`src/rtl/obt_pkg.sv`:
```
package obt_pkg;
  // Field layout of the address-low word
  localparam int PASS_W   = 6;
  localparam int BASE_LSB = 8;

  // Write strobes from the decode to the register storage
  typedef struct packed {
    logic wrLow;
    logic wrHigh;
    logic wrDesc0;
  } obtStrobes_t;
endpackage

```
`src/rtl/obt_ctrl.sv`:
```
module obt_ctrl
  import obt_pkg::*;
#(
  parameter int NUM_REGIONS = 33,
  parameter int IDX_W       = 6,
  parameter int CFG_AW      = 11
) (
  input  logic              clk,
  input  logic              rstN,
  input  logic              cfgWrEn,
  input  logic [CFG_AW-1:0] cfgAddr,
  output obtStrobes_t       strb,
  output logic [IDX_W-1:0]  strbRegion
);
  localparam logic [IDX_W:0] REGION_COUNT = (IDX_W+1)'(NUM_REGIONS);

  logic [IDX_W-1:0] regionField;
  logic [1:0]       wordSel;
  logic             legal;

  assign regionField = cfgAddr[CFG_AW-1:5];
  assign wordSel     = cfgAddr[3:2];
  assign legal       = cfgWrEn && (cfgAddr[1:0] == 2'b00) && !cfgAddr[4]
                       && ({1'b0, regionField} < REGION_COUNT);

  // Word 3 (descriptor-1) is accepted but holds nothing that a lookup uses
  always_comb begin
    strb.wrLow   = legal && (wordSel == 2'd0);
    strb.wrHigh  = legal && (wordSel == 2'd1);
    strb.wrDesc0 = legal && (wordSel == 2'd2);
  end
  assign strbRegion = regionField;


  strb_region_chk: assert property (@(posedge clk) disable iff (!rstN)
    (strb.wrLow || strb.wrHigh || strb.wrDesc0) |->
      (cfgWrEn && !cfgAddr[4] && ({1'b0, strbRegion} < REGION_COUNT)));
endmodule

```
`src/rtl/obt_datapath.sv`:
```
module obt_datapath
  import obt_pkg::*;
#(
  parameter int NUM_REGIONS  = 33,
  parameter int IDX_W        = 6,
  parameter int IN_AW        = 32,
  parameter int TYPE_W       = 4,
  parameter int ENABLE_BIT   = 23,
  parameter int MIN_PASS     = 8,
  parameter int REGION0_LOG2 = 25,
  parameter int REGIONN_LOG2 = 20
) (
  input  logic              clk,
  input  logic              rstN,
  input  obtStrobes_t       strb,
  input  logic [IDX_W-1:0]  strbRegion,
  input  logic [31:0]       wrData,
  input  logic [IDX_W-1:0]  inRegion,
  input  logic [IN_AW-1:0]  inAddr,
  output logic [63:0]       xlatAddr,
  output logic [TYPE_W-1:0] xlatType,
  output logic              xlatValid
);
  localparam logic [IDX_W:0]    REGION_COUNT = (IDX_W+1)'(NUM_REGIONS);
  localparam logic [PASS_W-1:0] MIN_N  = PASS_W'(MIN_PASS - 1);
  localparam logic [PASS_W-1:0] R0_MAXN = PASS_W'(REGION0_LOG2 - 1);
  localparam logic [PASS_W-1:0] RN_MAXN = PASS_W'(REGIONN_LOG2 - 1);
  localparam int BASE_W = 32 - BASE_LSB;

  logic [PASS_W-1:0] passN  [NUM_REGIONS];
  logic [BASE_W-1:0] baseLo [NUM_REGIONS];
  logic [31:0]       baseHi [NUM_REGIONS];
  logic [TYPE_W-1:0] kind   [NUM_REGIONS];
  logic [NUM_REGIONS-1:0] regionOk;

  // Data bits that no stored field takes
  logic unusedWrBits;
  assign unusedWrBits = ^{wrData[BASE_LSB-1:PASS_W], wrData[31:ENABLE_BIT+1],
                          wrData[ENABLE_BIT-1:TYPE_W]};

  for (genvar i = 0; i < NUM_REGIONS; i++) begin : g_region
    localparam logic [PASS_W-1:0] MAXN = (i == 0) ? R0_MAXN : RN_MAXN;
    logic [PASS_W-1:0] passR;
    logic [BASE_W-1:0] loR;
    logic [31:0]       hiR;
    logic [TYPE_W-1:0] kindR;
    logic              enR;
    logic              hitWr;

    assign hitWr = (strbRegion == IDX_W'(i));

    always_ff @(posedge clk or negedge rstN) begin
      if (!rstN) begin
        passR <= '0;
        loR   <= '0;
        hiR   <= '0;
        kindR <= '0;
        enR   <= 1'b0;
      end else if (hitWr) begin
        if (strb.wrLow) begin
          passR <= wrData[PASS_W-1:0];
          loR   <= wrData[31:BASE_LSB];
        end
        if (strb.wrHigh) hiR <= wrData;
        if (strb.wrDesc0) begin
          kindR <= wrData[TYPE_W-1:0];
          enR   <= wrData[ENABLE_BIT];
        end
      end
    end

    assign passN[i]    = passR;
    assign baseLo[i]   = loR;
    assign baseHi[i]   = hiR;
    assign kind[i]     = kindR;
    assign regionOk[i] = enR && (passR >= MIN_N) && (passR <= MAXN);
  end

  logic             inRange;
  logic [IDX_W-1:0] selIdx;
  logic [63:0]      base;
  logic [63:0]      passMask;
  logic             hit;

  always_comb begin
    inRange  = ({1'b0, inRegion} < REGION_COUNT);
    selIdx   = inRange ? inRegion : '0;
    base     = {baseHi[selIdx], baseLo[selIdx], {BASE_LSB{1'b0}}};
    passMask = ~(64'hFFFF_FFFF_FFFF_FFFE << passN[selIdx]);
    hit      = inRange && regionOk[selIdx];
    xlatValid = hit;
    xlatAddr  = hit ? ((base & ~passMask) |
                       ({{(64-IN_AW){1'b0}}, inAddr} & passMask)) : '0;
    xlatType  = hit ? kind[selIdx] : '0;
  end


  valid_range_chk: assert property (@(posedge clk) disable iff (!rstN)
    xlatValid |-> ({1'b0, inRegion} < REGION_COUNT));


  low_pass_chk: assert property (@(posedge clk) disable iff (!rstN)
    xlatValid |-> (xlatAddr[MIN_PASS-1:0] == inAddr[MIN_PASS-1:0]));


  disable_next_chk: assert property (@(posedge clk) disable iff (!rstN)
    (strb.wrDesc0 && !wrData[ENABLE_BIT]) |=>
      ((inRegion != $past(strbRegion)) || !xlatValid));


  hold_chk: assert property (@(posedge clk) disable iff (!rstN)
    (!$past(strb.wrLow || strb.wrHigh || strb.wrDesc0) &&
     $stable(inRegion) && $stable(inAddr)) |->
      ($stable(xlatAddr) && $stable(xlatValid) && $stable(xlatType)));
endmodule

```
`src/rtl/obt_table.sv`:
```
module obt_table
  import obt_pkg::*;
#(
  parameter int NUM_REGIONS  = 33,
  parameter int IN_AW        = 32,
  parameter int TYPE_W       = 4,
  parameter int ENABLE_BIT   = 23,
  parameter int MIN_PASS     = 8,
  parameter int REGION0_LOG2 = 25,
  parameter int REGIONN_LOG2 = 20,
  localparam int IDX_W       = $clog2(NUM_REGIONS),
  localparam int CFG_AW      = IDX_W + 5
) (
  input  logic              clk,
  input  logic              rstN,
  input  logic              cfgWrEn,
  input  logic [CFG_AW-1:0] cfgAddr,
  input  logic [31:0]       cfgWrData,
  input  logic [IDX_W-1:0]  inRegion,
  input  logic [IN_AW-1:0]  inAddr,
  output logic [63:0]       xlatAddr,
  output logic [TYPE_W-1:0] xlatType,
  output logic              xlatValid
);
  obtStrobes_t      strb;
  logic [IDX_W-1:0] strbRegion;

  obt_ctrl #(
    .NUM_REGIONS(NUM_REGIONS), .IDX_W(IDX_W), .CFG_AW(CFG_AW)
  ) u_ctrl (
    .clk(clk), .rstN(rstN), .cfgWrEn(cfgWrEn), .cfgAddr(cfgAddr),
    .strb(strb), .strbRegion(strbRegion)
  );

  obt_datapath #(
    .NUM_REGIONS(NUM_REGIONS), .IDX_W(IDX_W), .IN_AW(IN_AW),
    .TYPE_W(TYPE_W), .ENABLE_BIT(ENABLE_BIT), .MIN_PASS(MIN_PASS),
    .REGION0_LOG2(REGION0_LOG2), .REGIONN_LOG2(REGIONN_LOG2)
  ) u_dp (
    .clk(clk), .rstN(rstN), .strb(strb), .strbRegion(strbRegion),
    .wrData(cfgWrData), .inRegion(inRegion), .inAddr(inAddr),
    .xlatAddr(xlatAddr), .xlatType(xlatType), .xlatValid(xlatValid)
  );
endmodule

```
`config.mk`:
```
export PLATFORM = sky130hd
export DESIGN_NAME = obt_table
export DESIGN_NICKNAME = d
export VERILOG_FILES = /design/src/rtl/obt_pkg.sv /design/src/rtl/obt_ctrl.sv /design/src/rtl/obt_datapath.sv /design/src/rtl/obt_table.sv
export SDC_FILE = /design/constraint.sdc
export NUM_CORES = 2
export LEC_CHECK = 0
export ABC_AREA = 1
export BUFFER_PORTS_ARGS = -buffer_cell sky130_fd_sc_hd__clkbuf_2
export CORE_UTILIZATION = 57
export DETAILED_ROUTE_END_ITERATION = 12
export HOLD_SLACK_MARGIN = 0.08
export PLACE_DENSITY = 0.73
export SLEW_MARGIN = 30
export SYNTH_ARGS = -nofsm -noshare
export SYNTH_HDL_FRONTEND = slang
export SYNTH_SLANG_ARGS = --single-unit
```
`constraint.sdc`:
```
create_clock -name clk -period 2.2 [get_ports clk]
set_clock_uncertainty 0.2 [all_clocks]
set_input_delay 0.11 -clock clk [delete_from_list [all_inputs] [get_ports clk]]
set_output_delay 0.11 -clock clk [all_outputs]
set_load 0.01 [all_outputs]
```
==> impl_metrics.py <==
metrics = {
    "drt": {
        "wire_per_inst_um": 23.60,
        "vias_per_cell": 6.283,
        "vias": 95500,
        "dr.first_iter.drc_count": 14190,
        "antenna_left": 0,
        "dr.pass1.iters": 9,
        "drc": 0,
        "wl_mm": 358.7,
    },
    "setup_path": {
        "critPathTopFamily": "simple AND/OR/NAND/NOR gates",
        "cp_data_arrival_time_ns": 3.20,
        "rrSetupSlack_ns": 0.76,
        "max_stage_delay_ns": 0.42,
        "cp_max_fo": 7,
        "critPathBufInv": 4,
        "crit_slowest_cell": "dfrtp_1",
        "criticalPathCategory": "reg -> out",
        "critPathRequiredTime_ns": 1.89,
        "worst_setup_path_start_kind": "flop",
        "r2r_start": "u_dp.g_region[30].loR[16]",
        "end_kind": "output pin",
        "reg2reg_depth": 3,
        "path_cells": "o21ai_0 > nand4_1 > o21ai_1 > nand3_2 > nand3_4 > nand2_2 > nand2_2 > nand3_4 > buf_12 > buf_16 > buf_12 > nor3_4 > buf_2",
        "worstReg2RegEnd": "u_dp.g_region[30].loR[16]",
    },
    "clocking": {
        "cts_tree": "built",
        "clk_path_buf_depth": 3,
        "numCtsBuffers": 220,
        "path_clk_slew_ns": 0.06,
        "clockRootBuffer": "clkbuf_16",
        "cts.sinks": 2211,
        "clk_latency_ns": 0.90,
        "htreeDepth": 4,
    },
    "sta": {
        "layout_setup_ws_ns": -1.309,
        "setup_viol": 77,
        "finalHoldViolCount": 1,
        "worst_slew_pin_slew_ns": 0.8241,
        "rsz0062_at_grt": "true",
        "whs_ns": -0.004420,
        "fin_crit_ns": 3.509,
        "slew_headroom": 0.4506,
        "max_freq_mhz": 285.0,
        "finalCritPeriodShare": 1.595,
        "drv_slew": 0,
    },
    "layout": {
        "final_cell_area_um2": 119400,
        "nets": 12750,
        "layoutNonFillerInstCount": 15200,
        "mostFrequentLayoutCell": "nand2_1",
        "drive_gt1_frac": 0.1263,
        "synthToLayoutAreaGrowth_pct": 18.35,
        "final_util": 0.6785,
        "final_cell_mix": "4504 x nand2_1, 2239 x o21ai_0, 2211 x dfrtp_1",
    },
    "synth": {
        "synthTopCellsByArea": "dfrtp_1 55%, nand2_1 17%, o21ai_0 11%, nand3_1 4.5%, a21oi_1 3.6%",
        "synthCells": 12480,
        "synth.top_cell.area_share": 0.5486,
        "ys_types": 41,
        "synth_top_family_by_area": "simple AND/OR/NAND/NOR gates",
        "synthAdderAreaFrac": 0,
        "synth-simple-area-share": 0.2296,
        "synthMuxAreaShare": 0,
        "synth.net_count": 12560,
        "syn_area_per_cell_um2": 8.082,
        "yosysTopAreaCell": "dfrtp_1",
        "ys_warn_count": 0,
        "synth_seq_area_share": 0.5486,
        "yosys.area_share.xor_xnor": 0,
        "syn_area_um2": 100900,
        "ys_ff_latch": 2211,
        "synth_compound_area_frac": 0.1699,
    },
    "pwr": {
        "powerDensity_nw_per_um2": 744.7,
        "power_w": 0.08889,
        "peakVddDrop_uv": 778.1,
        "leakage_nw": 54.06,
    },
    "floorplan": {
        "dieArea_um2": 178600,
        "num_rows": 154,
        "num_io_pins": 153,
        "core-area_um2": 175900,
        "dieWidth_um": 422.6,
        "dieHeight_um": 422.6,
        "start_util": 0.5733,
    },
    "hold_path": {
        "hold_path_class": "in -> reg",
        "hold_start": "cfgAddr[4]",
        "holdPathStages": 9,
        "hold_path_end": "u_dp.g_region[11].kindR[2]",
    },
    "global_route": {
        "grt_pass1_wl_mm": 540.1,
        "overflow": 0,
        "grt_max_degree": 120,
        "grtUsageTotal": 0.3905,
        "grt_pass1_vias": 91320,
        "antenna_found_initial": 6,
    },
    "outcome": {
        "outcome": "finished, violations left",
        "violations": "negative hold slack, negative setup slack",
    },
    "flow_run": {
        "maxCapViolCount": 0,
    },
    "place": {
        "placed_cells": 14660,
        "dpl.hpwl_mm": 209.8,
        "portBuffers": 145,
        "place_area_um2": 109600,
        "gp_congestion": 1.014,
    },
}
where the power goes:
group          internal, W  leakage, nW  switching, W
sequential          0.0408         30.9      0.000111
clock               0.0232         3.79        0.0166
combinational      0.00251         19.4       0.00555
total               0.0666         54.1        0.0223
per-layer routing:
| layer | vias up | routed length [um] | track usage |
|---|---|---|---|
| met2 | 6379 | 158100 | 0.5965 |
| met3 | 1100 | 45310 | 0.09150 |
| met5 | - | 13 | 0 |
| met1 | 46250 | 134900 | 0.5233 |
| li1 | 41760 | - | - |
| met4 | 2 | 20320 | 0.1962 |
sequential cells by signal, summed over array words and instances, names as in the netlist:
signal,cells
u_dp.g_region.loR,792
u_dp.g_region.enR,33
u_dp.g_region.passR,198
u_dp.g_region.kindR,132
u_dp.g_region.hiR,1056
through the flow:
stage,setup TNS [ns],setup slack (ns)
5_1_grt,-93.60,-1.434
6_report,-84.40,-1.309
4_1_cts,-116.89,-1.256
2_1_floorplan,-0.8013,-0.04239
3_5_place_dp,-71.71,-1.260
3_3_place_gp,-55.08,-1.282
cells in the mapped netlist, drive strengths merged:
master / count
a211oi: 3
a21oi: 733
a221oi: 13
a22o: 4
a22oi: 1
a311o: 2
a311oi: 1
a31oi: 33
a32o: 7
a32oi: 132
buf: 313
clkbuf: 797
clkinv: 5
dfrtp: 2211
inv: 103
nand2: 4592
nand3: 914
nand3b: 22
nand4: 18
nor2: 168
nor3: 52
nor4: 1
o211ai: 23
o21a: 2
o21ai: 2320
o311ai: 3
or2: 5
or3: 1
cell families (layout without fill, tap and decap cells):
family | Yosys count | in the layout
buf+inv | 1218 | 1592
compound gates | 3277 | 3277
simple gates | 5773 | 5773
flops | 2211 | 2211
other cells | 0 | 7
final cells by class:
type | instances | area [um2]
tap | 2340 | 2928
clock inverter | 89 | 1199
timing repair buffer | 1071 | 11650
multi-input combinational | 9050 | 41320
sequential | 2211 | 55330
inverter | 108 | 435.4
antenna | 7 | 17.52
clock buffer | 324 | 6491
fill | 13700 | 56560
what timing repair did:
action | in CTS | in global routing
buffers inserted | 20 | 13
endpoints found under the setup margin | 69 | 704
cloned | 1 | 15
hold buffers | 72 | 8
pin swaps | 41 | 18
endpoints found under the hold margin | 4422 | 38
resized for setup | 120 | 137
worst reg2reg max path, stage by stage (launching register included):
cell           delay [ns]
dfrtp_1              0.39
nand2_1              0.07
o21ai_0              0.08
dlygate4sd3_1        0.59
worst max-delay path by stage:
stage	end	slack (ns)	from	depth (start not counted)
floorplan	xlatAddr[18]	-0.04	inRegion[4]	21
CTS	xlatAddr[48]	-1.26	u_dp.g_region[18].passR[4]	15
global placement	xlatAddr[27]	-1.28	inRegion[4]	18
finish	xlatAddr[61]	-1.31	u_dp.g_region[19].passR[2]	13
global route	xlatAddr[47]	-1.43	u_dp.g_region[6].passR[3]	17
detailed placement	xlatAddr[27]	-1.26	inRegion[4]	22
Note: power is estimated with default switching activity, not from simulation.
